`src/rtl/ddr_mrs_pkg.sv`:
```
package ddr_mrs_pkg;
  localparam int BA_W = 2;

  typedef struct packed {
    logic cs_n;
    logic ras_n;
    logic cas_n;
    logic we_n;
  } ddr_cmd_t;

  localparam ddr_cmd_t CMD_NOP = '{cs_n: 1'b0, ras_n: 1'b1, cas_n: 1'b1, we_n: 1'b1};
  localparam ddr_cmd_t CMD_MRS = '{cs_n: 1'b0, ras_n: 1'b0, cas_n: 1'b0, we_n: 1'b0};

  localparam logic [BA_W-1:0] SEL_BASE = 2'b00;
  localparam logic [BA_W-1:0] SEL_EXT  = 2'b01;

  localparam int BL_LSB  = 0;
  localparam int BT_BIT  = 3;
  localparam int CL_LSB  = 4;
  localparam int DLL_BIT = 8;

  typedef enum logic [1:0] {ST_IDLE, ST_GAP_EXT, ST_GAP_BASE} seq_state_t;
endpackage

```
`src/rtl/mrs_code_check.sv`:
```
module mrs_code_check (
  input  logic [2:0] bl_code_i,
  input  logic [2:0] cl_code_i,
  output logic       legal_o
);
  logic bl_ok, cl_ok;

  always_comb begin
    unique case (bl_code_i)
      3'b001, 3'b010, 3'b011: bl_ok = 1'b1;
      default:                bl_ok = 1'b0;
    endcase
    unique case (cl_code_i)
      3'b011, 3'b110: cl_ok = 1'b1;
      default:        cl_ok = 1'b0;
    endcase
  end

  assign legal_o = bl_ok & cl_ok;
endmodule

```
`src/rtl/mrs_word_build.sv`:
```
module mrs_word_build
  import ddr_mrs_pkg::*;
#(
  parameter int ADDR_W = 12
) (
  input  logic [2:0]        bl_code_i,
  input  logic              burst_il_i,
  input  logic [2:0]        cl_code_i,
  input  logic              dll_rst_i,
  output logic [ADDR_W-1:0] word_o
);
  always_comb begin
    word_o = '0;
    word_o[BL_LSB +: 3] = bl_code_i;
    word_o[BT_BIT]      = burst_il_i;
    word_o[CL_LSB +: 3] = cl_code_i;
    word_o[DLL_BIT]     = dll_rst_i;
  end
endmodule

```
`src/rtl/mrs_gap_timer.sv`:
```
module mrs_gap_timer #(
  parameter int GAP_CYC = 2
) (
  input  logic clk,
  input  logic rst,
  input  logic load_i,
  output logic expired_o
);
  localparam int CNT_W = $clog2(GAP_CYC + 1);

  logic [CNT_W-1:0] cnt_q;

  always_ff @(posedge clk) begin
    if (rst)                cnt_q <= '0;
    else if (load_i)        cnt_q <= CNT_W'(GAP_CYC - 1);
    else if (cnt_q != '0)   cnt_q <= cnt_q - 1'b1;
  end

  assign expired_o = (cnt_q == '0);
endmodule

```
`src/rtl/ddr_mrs_seq.sv`:
```
module ddr_mrs_seq
  import ddr_mrs_pkg::*;
#(
  parameter int ADDR_W  = 12,
  parameter int GAP_CYC = 2
) (
  input  logic              clk,
  input  logic              rst,
  input  logic              start_i,
  input  logic              banks_idle_i,
  input  logic              cke_i,
  input  logic [2:0]        bl_code_i,
  input  logic              burst_il_i,
  input  logic [2:0]        cl_code_i,
  input  logic              dll_rst_i,
  input  logic [ADDR_W-1:0] ext_word_i,
  output logic              cs_n_o,
  output logic              ras_n_o,
  output logic              cas_n_o,
  output logic              we_n_o,
  output logic [1:0]        ba_o,
  output logic [ADDR_W-1:0] addr_o,
  output logic              busy_o,
  output logic              done_o,
  output logic              err_o
);
  seq_state_t        state_q;
  ddr_cmd_t          cmd_q;
  logic [BA_W-1:0]   ba_q;
  logic [ADDR_W-1:0] addr_q;
  logic [ADDR_W-1:0] base_q;
  logic [ADDR_W-1:0] base_word;
  logic              codes_legal, accept, gap_done, timer_load;

  mrs_code_check code_chk_i (
    .bl_code_i (bl_code_i),
    .cl_code_i (cl_code_i),
    .legal_o   (codes_legal)
  );

  mrs_word_build #(.ADDR_W(ADDR_W)) word_i (
    .bl_code_i  (bl_code_i),
    .burst_il_i (burst_il_i),
    .cl_code_i  (cl_code_i),
    .dll_rst_i  (dll_rst_i),
    .word_o     (base_word)
  );

  mrs_gap_timer #(.GAP_CYC(GAP_CYC)) gap_i (
    .clk       (clk),
    .rst       (rst),
    .load_i    (timer_load),
    .expired_o (gap_done)
  );

  assign accept     = (state_q == ST_IDLE) && start_i && codes_legal && banks_idle_i && cke_i;
  assign timer_load = accept || ((state_q == ST_GAP_EXT) && gap_done);

  always_ff @(posedge clk) begin
    if (rst) begin
      state_q <= ST_IDLE;
      cmd_q   <= CMD_NOP;
      ba_q    <= '0;
      addr_q  <= '0;
      base_q  <= '0;
      busy_o  <= 1'b0;
      done_o  <= 1'b0;
      err_o   <= 1'b0;
    end else begin
      cmd_q  <= CMD_NOP;
      ba_q   <= '0;
      addr_q <= '0;
      unique case (state_q)
        ST_IDLE: begin
          if (start_i) begin
            done_o <= 1'b0;
            if (accept) begin
              err_o   <= 1'b0;
              cmd_q   <= CMD_MRS;
              ba_q    <= SEL_EXT;
              addr_q  <= ext_word_i;
              base_q  <= base_word;
              busy_o  <= 1'b1;
              state_q <= ST_GAP_EXT;
            end else begin
              err_o <= 1'b1;
            end
          end
        end
        ST_GAP_EXT: begin
          if (gap_done) begin
            cmd_q   <= CMD_MRS;
            ba_q    <= SEL_BASE;
            addr_q  <= base_q;
            state_q <= ST_GAP_BASE;
          end
        end
        ST_GAP_BASE: begin
          if (gap_done) begin
            busy_o  <= 1'b0;
            done_o  <= 1'b1;
            state_q <= ST_IDLE;
          end
        end
        default: state_q <= ST_IDLE;
      endcase
    end
  end

  assign cs_n_o  = cmd_q.cs_n;
  assign ras_n_o = cmd_q.ras_n;
  assign cas_n_o = cmd_q.cas_n;
  assign we_n_o  = cmd_q.we_n;
  assign ba_o    = ba_q;
  assign addr_o  = addr_q;
endmodule

```
`config.mk`:
```
export PLATFORM = sky130hd
export DESIGN_NAME = ddr_mrs_seq
export DESIGN_NICKNAME = d
export VERILOG_FILES = /design/src/rtl/ddr_mrs_pkg.sv /design/src/rtl/mrs_code_check.sv /design/src/rtl/mrs_word_build.sv /design/src/rtl/mrs_gap_timer.sv /design/src/rtl/ddr_mrs_seq.sv
export SDC_FILE = /design/constraint.sdc
export NUM_CORES = 1
export LEC_CHECK = 0
export CAP_MARGIN = 5
export CELL_PAD_IN_SITES_DETAIL_PLACEMENT = 1
export CELL_PAD_IN_SITES_GLOBAL_PLACEMENT = 1
export CORE_ASPECT_RATIO = 1.5
export CORE_MARGIN = 4
export CORE_UTILIZATION = 48
export DETAILED_ROUTE_END_ITERATION = 7
export DONT_BUFFER_PORTS = 1
export PLACE_DENSITY_LB_ADDON = 0.1
export SYNTH_ARGS = -nofsm -noshare
export SYNTH_HDL_FRONTEND = slang
export SYNTH_SLANG_ARGS = --single-unit
```
`constraint.sdc`:
```
create_clock -name clk -period 2.9 [get_ports clk]
set_clock_uncertainty 0.15 [all_clocks]
set_input_delay 0.145 -clock clk [delete_from_list [all_inputs] [get_ports clk]]
set_output_delay 0.145 -clock clk [all_outputs]
set_load 0.01 [all_outputs]
```
# == Word level (Yosys, flattened, before mapping) ==
# Index checks and enable logic that the tools add are counted.
# totals
out_inout_bits,21
word_cells,74
inputBits,25
ff_bits,33
# op_classes
bitwise,3
n_reduce_logical,20
n_eq_ne,11
addsub,1
mux,26
# op_table
operator,count
$mux W12,2
$pmux W12 S2,1
$mux W1,11
$eq A3 B2 Y1 const B,3
$mux W3,3
$mux W9,1
$mux W2,4
$ne A2 B2 Y1 const B,4
$reduce_and A4 Y1,2
$pmux W2 S3,1
$pmux W3 S2,1
$reduce_and A3 Y1,2
$reduce_bool A2 Y1,3
$reduce_or A3 Y1,2
$logic_and A1 B1 Y1,5
$logic_not A2 Y1,2
$pmux W1 S2,2
$reduce_or A2 Y1,2
$eq A3 B1 Y1 const B,1
$eq A3 B3 Y1 const B,1
$eq A2 B1 Y1 const B,1
$eq A2 B2 Y1 const B,1
$not A1 Y1,2
$reduce_and A2 Y1,1
other kinds (3),3

# == Depth between registers and ports, before layout ==
# Gate-level depths: netlist of run 1.
# logic_depth
word_depth,10
mapped_depth,5

# == Cells and area by module ==
# From an unflattened synthesis of run 1, not the netlist that was laid out.
# hier_totals
cells_unflattened,140
hier_area_um2,1480.2
# by_module_without_submodules
mod,seq_area_each_um2,cells_per_inst,instances,area_per_inst_um2
ddr_mrs_seq,620.6,113,1,1247.4
mrs_gap_timer,40.0,11,1,111.4
mrs_word_build,0.0,13,1,93.8
mrs_code_check,0.0,3,1,27.5

# == Worst setup path after synthesis of run 1 ==
# No wires, ideal clock.
# synth_path
kind,register to register
start,register state_q[1]
end,register gap_i.cnt_q[0]
arrival_time_ns,1.468
path_stages_with_launch,5
slack_ns,1.208
setup_time_ns,0.075
n_path_buf,1
period_less_slack_ns,1.692
cell_sequence,dfxtp_1 buf_6 or3b_4 or4_4 a31oi_4
# synth_between
elab_chain_len,7
elab_cells_between_ends,10
# synth_rtl
item,line,text
from (decl),ddr_mrs_seq.sv:27,seq_state_t state_q;
from (signal assigned),ddr_mrs_seq.sv:61,state_q <= ST_IDLE;
from (signal assigned),ddr_mrs_seq.sv:84,state_q <= ST_GAP_EXT;
from (signal assigned),ddr_mrs_seq.sv:95,state_q <= ST_GAP_BASE;
$logic_not A2 Y1,ddr_mrs_seq.sv:56,assign accept = (state_q == ST_IDLE) && start_i && codes_legal && banks_idle_i && cke_i;
$logic_and A1 B1 Y1 (4 in a row),ddr_mrs_seq.sv:56,
$logic_or A1 B1 Y1 (*),ddr_mrs_seq.sv:57,assign timer_load = accept || ((state_q == ST_GAP_EXT) && gap_done);
$mux W1 or $reduce_bool A2 Y1 (tied branches),--,
to (signal assigned),mrs_gap_timer.sv:15,else if (load_i) cnt_q <= CNT_W'(GAP_CYC - 1);
to (signal assigned),mrs_gap_timer.sv:16,else if (cnt_q != '0) cnt_q <= cnt_q - 1'b1;
to (decl),mrs_gap_timer.sv:11,logic [CNT_W-1:0] cnt_q;
# Every way passes the cells marked *; elsewhere a longest branch is shown, timed or not.
# A chain may end at the register's enable or synchronous reset.

# == Worst setup path in the final report of run 1 ==
# layout_path
start,register state_q[1]
end,register base_q[1]
# layout_between
elab_chain_len,6
# layout_rtl
item,line,text
$logic_not A2 Y1 (*),"ddr_mrs_seq.sv:56, ddr_mrs_seq.sv:73",
$logic_and A1 B1 Y1 (4 in a row),ddr_mrs_seq.sv:56,
$reduce_and A3 Y1 (no line) (*),--,
to (signal assigned),ddr_mrs_seq.sv:82,base_q <= base_word;
to (decl),ddr_mrs_seq.sv:31,logic [ADDR_W-1:0] base_q;
# Marks and branches as above.

==> reports/results.tsv, run 1 <==
metric	value	unit
status	finished clean	
p_clk_frac	0.309	
overflow	0	
hp-class	in -> reg	
area_growth	21.7	%
synthXorXnorAreaFrac	0.0221	
htreeDepth	2	
ys_ff_latch	29	
insertedDiodeCount	0	
io_pins	46	
rr_worst_depth	4	
crit_end	base_q[1]	
nNetsFinal	158	
swShare	0.255	
avgSynthCellArea	10.8	um^2
power	0.000785	W
finalHoldViolations	0	
p_comb_frac	0.158	
fmax	513	MHz
crit_type	reg -> reg	
vias	928	
grt_max_degree	22	
synth_area	1190	um^2
setup_viol	0	
port_buffers	0	
drv_slew	0	
drive_gt1_frac	0.144	
power_switching	0.000200	W
cts_post_setup_buffers_inserted	0	
maxCapViolations	0	
crit_path_start_kind	flop	
synthAdderAreaFrac	0.0105	
yosysWarnings	0	
grt_use_total	0.204	
muxShareOfSynthArea	0.0336	
antenna_found_initial	0	
setup_tns	0	ns
slew_headroom	0.441	
fp.dieW	48.7	um
synth_compound_area_frac	0.159	
end_kind	flop	
ant_nets	0	
p_leak	0.535	nW
fin_crit_sh	0.672	
via_per_inst	5.99	
pre_cts_ws	1.03	ns
initial_core_util	0.515	
synth-simple-area-share	0.223	
wl	3.01	mm
critPathRequiredTime	2.99	ns
drtIter0Drc	27	
core	2310	um^2
clkSinkCount	29	
cts_made_buffers	5	
ctsHoldBuffers	22	
fin_area	1450	um^2
setup_slack	0.952	ns
syn_inst	110	
worstPathArrival	2.04	ns
p_int	0.000585	W
critical_path.max_fanout	10	
synth_cell_type_count	38	
cts_tree	yes	
crit_start	state_q[1]	
worstMarginPinSlew	0.836	ns
p_per_area	542	nW/um^2
gp_congestion	0.710	
rsz0062_at_grt	no	
post-route-min-period	1.95	ns
clk_latency	0.32	ns
grt_pass1_vias	993	
yosysSeqAreaShare	0.488	
clockBufferDepth	2	
cts_root_buffer	clkbuf_4	
clkTransAtPathRegs	0.09	ns
r2r_start	state_q[1]	
die_area	3360	um^2
post_drt_wl_per_cell	19.4	um
placed_cell_area	1170	um^2
synth_top_family_by_area	simple AND/OR/NAND/NOR gates	
p_seq_frac	0.533	
grt_pass1_wl	4.98	mm
r2r_end	base_q[1]	
fp.dieH	69.0	um
cts.repair.resized	0	
rows	21	
drt-pass1-iter-count	4	
ir_worst_vdd	0.299	mV
r2r_slack	0.95	ns
hpwl	1.87	mm
drc_errors	0	
-- power groups by stage --
stage / sequential, W / combinational (W) / clock, W
after floorplan: 0.000426 / 0.0000886 / 0
after global placement: 0.000427 / 0.0000935 / 0
after detailed placement: 0.000428 / 0.0000971 / 0
after CTS: 0.000418 / 0.000125 / 0.000253
after global routing: 0.000420 / 0.000140 / 0.000268
final: 0.000418 / 0.000124 / 0.000243
-- stage by stage --
| step | std cells | util | hold WS [ns] |
|---|---|---|---|
| 6_report | 155 | 0.626 | 0.0507 |
| 4_1_cts | 155 | 0.626 | 0.0524 |
| 5_1_grt | 155 | 0.626 | 0.0644 |
| 3_5_place_dp | 126 | 0.507 | 0.0624 |
| 2_1_floorplan | 111 | - | 0.140 |
| 3_3_place_gp | 126 | 0.507 | 0.0616 |
-- cell usage after synthesis (all sizes together) --
master | count | share of area
nor4 | 3 | 0.034
and3b | 1 | 0.0084
a31o | 1 | 0.0074
xor2 | 2 | 0.015
a21oi | 8 | 0.037
o21ai | 2 | 0.0084
nand3b | 1 | 0.0063
o21bai | 1 | 0.0063
and4b | 1 | 0.0084
conb | 1 | 0.0032
nor2b | 1 | 0.0053
mux2i | 4 | 0.034
nor3 | 2 | 0.013
nor2 | 5 | 0.016
o41ai | 2 | 0.015
clkbuf | 3 | 0.0095
a21bo | 1 | 0.0084
or4 | 1 | 0.0095
and3 | 5 | 0.026
nand4b | 1 | 0.0074
nor3b | 2 | 0.013
nand2b | 8 | 0.042
or3b | 3 | 0.024
a32o | 7 | 0.059
buf | 6 | 0.039
dfxtp | 29 | 0.49
nand4 | 2 | 0.011
xnor2 | 1 | 0.0074
ha | 1 | 0.011
inv | 4 | 0.013
a31oi | 1 | 0.018
-- how the worst min path moves through the flow --
stage | start | end | slack [ns] | cells past startpoint
global route | rst | addr_o[4] | 0.06 | 2
global placement | rst | gap_i.cnt_q[0] | 0.06 | 1
floorplan | ext_word_i[8] | addr_o[8] | 0.14 | 1
finish | rst | addr_o[3] | 0.05 | 2
CTS | rst | addr_o[0] | 0.05 | 2
detailed placement | rst | gap_i.cnt_q[0] | 0.06 | 1
-- registers in the layout (all words and copies together), names as in the netlist --
signal       cells
state_q          2
base_q           8
done_o           1
ba_o             1
cas_n_o          1
gap_i.cnt_q      2
addr_o          12
err_o            1
busy_o           1
-- metal layers --
layer / up-vias / GRT usage / part of all wire
li1: 436 / - / -
met1: 452 / 0.205 / 0.35
met2: 32 / 0.364 / 0.56
met3: 8 / 0.0774 / 0.060
met4: 0 / 0.111 / 0.026
met5: - / 0 / 0
-- layout by cell type (no fill, tap or decap), drive strengths merged, types with 2 or more instances in the layout --
master / n
a21oi: 8
a32o: 7
and3: 5
clkbuf: 7
conb: 2
dfxtp: 29
dlygate4sd3: 22
inv: 4
mux2i: 4
nand2b: 8
nand4: 2
nor2: 5
nor3: 2
nor3b: 2
nor4: 3
o21ai: 2
o41ai: 2
or3b: 3
xor2: 2
-- worst max-delay path, cell delays in order, from the launching register on --
cell           delay, ns
dfxtp_1             0.40
nor3b_1             0.41
nand4_1             0.17
dlygate4sd3_1       0.60
a21oi_1             0.14
-- area by class of cell --
class	instances	area, um^2
fillers	238	865
repair buffers	23	228
flip-flops and latches	29	581
clock buffers	7	55.1
multi-input cells	69	541
well taps	23	28.8
inverters	4	15.0
-- cell families after synthesis --
| kind of cell | Yosys count |
|---|---|
| other | 1 |
| adder cells (fa/ha/maj) | 1 |
| buffers and inverters | 13 |
| flip-flops | 29 |
| AND/OR/NAND/NOR | 36 |
| XOR/XNOR | 3 |
| multiplexers | 4 |
| AO/OA/AOI/OAI | 23 |
Power figures use the tool's default switching activity.
==> inputs of run 2 (changes only) <==
--- a/config.mk
+++ b/config.mk
@@ -10,7 +10,7 @@
 export CELL_PAD_IN_SITES_GLOBAL_PLACEMENT = 1
 export CORE_ASPECT_RATIO = 1.5
 export CORE_MARGIN = 4
-export CORE_UTILIZATION = 48
+export CORE_UTILIZATION = 45
 export DETAILED_ROUTE_END_ITERATION = 7
 export DONT_BUFFER_PORTS = 1
 export PLACE_DENSITY_LB_ADDON = 0.1
==> constraint.sdc (replaced) <==
create_clock -name clk -period 2 [get_ports clk]
set_clock_uncertainty 0.15 [all_clocks]
set_input_delay 0.1 -clock clk [delete_from_list [all_inputs] [get_ports clk]]
set_output_delay 0.1 -clock clk [all_outputs]
set_load 0.01 [all_outputs]
==> run 2 against run 1 <==
  * Combinational power grew 50%
  * Routed wire length hardly changed
  * Cell count rose by 4.5%
  * Worst hold slack worse by 0.0083 ns
  * Sequential power up 45%
  * Non-clock buffer count up 5
  * Sequential share of layout area down 1.7 points
  * Clock power is 67% higher
  * Critical path depth is the same
  * Highest routed layer unchanged
==> reports/results.tsv, run 2 (same netlist as run 1, synthesis figures left out) <==
metric	value	unit	change
fmax	554	MHz	+7.9%
drt-pass1-iter-count	4		unchanged
mostFrequentLayoutCells	dfxtp_1, dlygate4sd3_1, nand2b_1		
r2r_slack	0.19	ns	-0.76 ns
rows	22		+4.8%
worstMarginPinSlew	0.823	ns	-0.0135 ns
grt_pass1_wl	4.82	mm	-3.3%
p_per_area	793	nW/um^2	+46%
vias	938		+1.1%
drv_slew	0		unchanged
finalHoldViolations	0		unchanged
rr_worst_depth	4		unchanged
crit_path_start_kind	flop		
drc_errors	0		unchanged
clockBufferDepth	2		unchanged
core	2480	um^2	+7.1%
cpPeakStageDelay	0.58	ns	-0.02 ns
cts_post_setup_buffers_inserted	0		unchanged
cts_made_buffers	5		unchanged
post_drt_wl_per_cell	18.5	um	-4.4%
io_pins	46		unchanged
wl	3.00	mm	about the same
slew_headroom	0.450		+0.00906
cts_tree	yes		
antenna_found_initial	0		unchanged
fin_area	1510	um^2	+4.4%
via_per_inst	5.79		-3.3%
placed_cell_area	1200	um^2	+2.0%
p_leak	0.578	nW	+8.1%
final_common_cell	dfxtp_1		
fill_cells	271		+14%
critical_path.max_fanout	10		unchanged
gp_congestion	0.724		+1.9%
end_kind	flop		
drtIter0Drc	18		-33%
r2r_end	base_q[0]		
fin_crit_sh	0.903		+0.231
setup_viol	0		unchanged
grt_pass1_vias	1033		+4.0%
initial_core_util	0.480		-0.0343
insertedDiodeCount	0		unchanged
die_area	3550	um^2	+5.7%
cts_root_buffer	clkbuf_4		
hold_start	rst		
status	finished clean		
largest_reg_flops	12		unchanged
port_buffers	0		unchanged
ir_worst_vdd	0.598	mV	+100%
crit_chain	nor3b_2, nand4_1, dlygate4sd3_1, a21oi_1		
clk_latency	0.32	ns	about the same
critPathBufInv	1		unchanged
nNetsFinal	163		+3.2%
fp.dieW	50.0	um	+2.7%
fp.dieH	71.0	um	+2.9%
post-route-min-period	1.81	ns	-0.142 ns
holdPathStages	2		unchanged
critPathRequiredTime	2.11	ns	-0.88 ns
r2r_start	state_q[1]		
crit_start	state_q[1]		
drive_gt1_frac	0.181		+0.0372
grt_use_total	0.185		-0.0191
hp-class	in -> reg		
overflow	0		unchanged
ant_nets	0		unchanged
area_growth	27.0	%	
critPathTopFamily	buffers and inverters		
worstPathArrival	1.91	ns	-0.13 ns
setup_tns	0	ns	unchanged
clkTransAtPathRegs	0.10	ns	about the same
cp_slowest_cell	dlygate4sd3_1		
maxCapViolations	0		unchanged
htreeDepth	2		unchanged
clkSinkCount	29		unchanged
crit_type	reg -> reg		
holdPathEnd	addr_o[10]		
grt_max_degree	23		+4.5%
hpwl	1.79	mm	-4.1%
rsz0062_at_grt	no		
power	0.00120	W	+53%
## run 2: worst max path at each step
| stage | to | slack, ns | cells past startpoint |
|---|---|---|---|
| global placement | gap_i.cnt_q[0] | 0.29 | 3 |
| global route | base_q[0] | 0.1 | 4 |
| CTS | base_q[0] | 0.1 | 4 |
| floorplan | gap_i.cnt_q[0] | 0.31 | 4 |
| detailed placement | gap_i.cnt_q[0] | 0.25 | 3 |
| finish | base_q[0] | 0.19 | 4 |
## run 2: final cells by class
| type | count | area, um^2 | share of cell area |
|---|---|---|---|
| flip-flops and latches | 29 | 581 | 0.384 |
| well taps | 24 | 30.0 | 0.0199 |
| inverters | 4 | 15.0 | 0.00993 |
| multi-input cells | 69 | 546 | 0.361 |
| clock inverters | 1 | 5.00 | 0.00331 |
| repair buffers | 28 | 270 | 0.179 |
| clock buffers | 7 | 65.1 | 0.0430 |
## run 2: routing by layer
metal / up-vias / global-route usage / wire [um]
li1: 451 / - / -
met3: 6 / 0.0653 / 184
met5: - / 0 / 0
met1: 451 / 0.187 / 1130
met2: 30 / 0.327 / 1630
met4: 0 / 0.0923 / 65
## run 2: timing repair
item	4_1_cts	5_1_grt
gates resized for setup	0	1
hold buffers	24	0
setup endpoints to repair	0	1
hold endpoints to repair	29	0
## run 2: per-stage QoR
step	hold WS (ns)	setup slack, ns	utilization	cells
finish	0.0424	0.194	0.610	162
global route	0.0806	0.0983	0.610	162
CTS	0.0460	0.0989	0.608	162
detailed placement	0.0165	0.252	0.483	130
global placement	0.0157	0.292	0.483	130
floorplan	0.0950	0.308	-	111
## run 2: where the power goes
group	total, W	leakage, nW	switching [W]	internal (W)
clock network	0.000407	0.0413	0.000203	0.000203
registers	0.000606	0.234	0.0000115	0.000595
logic	0.000186	0.303	0.0000934	0.0000929
==> inputs of run 3 (changes only) <==
==> constraint.sdc (replaced) <==
create_clock -name clk -period 2 [get_ports clk]
set_clock_uncertainty 0.15 [all_clocks]
set_input_delay 0.1 -clock clk [delete_from_list [all_inputs] [get_ports clk]]
set_output_delay 0.1 -clock clk [all_outputs]
set_load 0.05 [all_outputs]
==> run 3 against run 2 <==
  * Sequential cell count did not move
  * Design area fell by 1.7%
  * First-iteration DRC count fell by 28%
  * Via count fell by 0.43%
  * Power fell by 7.0%
  * Largest cell class unchanged
  * Global-route usage rose by 0.22 points
  * Register-to-register slack got worse by 0.04 ns
==> reports/results.tsv, run 3 (same netlist as run 1, synthesis figures left out) <==
metric	value	unit	change
core	2480	um^2	unchanged
critPathRequiredTime	2.09	ns	-0.02 ns
use_met2	0.340		+0.0131
crit_type	reg -> reg		
fp.dieW	50.0	um	unchanged
slew_headroom	0.417		-0.0324
cts_root_buffer	clkbuf_4		
holdPathStages	3		+1
grt_pass1_vias	1056		+2.2%
largest_reg_flops	12		unchanged
via_per_inst	5.80		+0.19%
clkTransAtPathRegs	0.09	ns	about the same
worstMarginPinSlew	0.871	ns	+0.0484 ns
hold_start	rst		
p_per_area	750	nW/um^2	-5.4%
fin_crit_sh	0.923		+0.0205
final_common_cell	dfxtp_1		
die_area	3550	um^2	unchanged
fmax	542	MHz	-2.2%
drt-pass1-iter-count	4		unchanged
r2r_start	state_q[1]		
finalHoldViolations	0		unchanged
maxCapViolations	0		unchanged
drive_gt1_frac	0.190		+0.00862
htreeDepth	2		unchanged
clk_latency	0.32	ns	about the same
holdPathEnd	addr_o[0]		
initial_core_util	0.480		unchanged
ir_worst_vdd	0.493	mV	-18%
rsz0062_at_grt	no		
insertedDiodeCount	0		unchanged
rows	22		unchanged
grt_max_degree	22		-4.3%
drtIter0Drc	13		-5
hp-class	in -> reg		
cts_tree	yes		
drv_slew	0		unchanged
crit_path_start_kind	flop		
end_kind	flop		
clkSinkCount	29		unchanged
area_growth	24.9	%	
ant_nets	0		unchanged
overflow	0		unchanged
p_leak	0.565	nW	-2.2%
setup_tns	0	ns	unchanged
clockBufferDepth	2		unchanged
power	0.00112	W	-7.0%
wl	3.01	mm	+0.17%
antenna_found_initial	0		unchanged
gp_congestion	0.759		+4.9%
critical_path.max_fanout	10		unchanged
cts_post_setup_buffers_inserted	0		unchanged
worstPathArrival	1.94	ns	+0.03 ns
hpwl	1.83	mm	+2.2%
top_usage_layer	met2		
r2r_end	base_q[0]		
fp.dieH	71.0	um	unchanged
mostFrequentLayoutCells	dfxtp_1, dlygate4sd3_1, nand2b_1		
status	finished clean		
io_pins	46		unchanged
use_met3	0.0695		+0.00421
met1_usage	0.178		-0.00892
grt_use_total	0.187		+0.00224
post-route-min-period	1.85	ns	+0.0410 ns
nNetsFinal	164		+0.61%
cts_made_buffers	5		unchanged
post_drt_wl_per_cell	18.7	um	+0.79%
r2r_slack	0.15	ns	-0.04 ns
vias	934		-0.43%
setup_viol	0		unchanged
grt_pass1_wl	4.97	mm	+3.2%
drc_errors	0		unchanged
rr_worst_depth	4		unchanged
port_buffers	0		unchanged
-- run 3: what timing repair did --
action,in CTS,in global routing
resized for setup,0,1
endpoints found under the hold margin,29,0
setup endpoints to repair,0,2
hold buffers,22,0
-- run 3: metal layers --
| metal | wire [um] | share of wire | vias up |
|---|---|---|---|
| met5 | 0 | 0 | - |
| li1 | - | - | 447 |
| met4 | 51 | 0.017 | 0 |
| met2 | 1730 | 0.58 | 28 |
| met3 | 178 | 0.059 | 4 |
| met1 | 1040 | 0.35 | 455 |
-- run 3: stage by stage --
step                      cell area (um^2)  instances   util  setup slack [ns]  hold slack, ns
after floorplan                       1190        111      -             0.308          0.0950
after global placement                1220        133  0.492             0.292          0.0155
after detailed placement              1220        133  0.492             0.265          0.0179
after CTS                             1480        161  0.598            0.0714          0.0165
after global routing                  1490        161  0.600            0.0265          0.0264
final                                 1490        161  0.600             0.153          0.0244
-- run 3: final cells by class --
class / instances / area, um^2
well taps: 24 / 30.0
fillers: 275 / 991
clock inverters: 1 / 5.00
clock buffers: 5 / 37.5
flip-flops and latches: 29 / 581
repair buffers: 29 / 273
inverters: 4 / 15.0
multi-input cells: 69 / 546
-- run 3: critical path, cell delays in order, from the launching register on --
cell and delay (ns):
dfxtp_1 0.41, nor3b_2 0.35, nand4_1 0.13, dlygate4sd3_1 0.58, a21oi_1 0.15
-- run 3: worst max path at each step --
stage,startpoint,to,slack (ns),depth (start not counted)
after floorplan,state_q[1],gap_i.cnt_q[0],0.31,4
after global placement,state_q[1],gap_i.cnt_q[0],0.29,3
after detailed placement,state_q[1],gap_i.cnt_q[0],0.27,3
after CTS,state_q[1],base_q[1],0.07,4
after global routing,state_q[1],base_q[1],0.03,4
final,state_q[1],base_q[0],0.15,4
-- run 3: power by group --
group	switching, W	internal (W)	total [W]
clock network	0.000190	0.000122	0.000311
logic	0.000102	0.0000896	0.000192
registers	0.0000179	0.000594	0.000612
total	0.000310	0.000806	0.00112
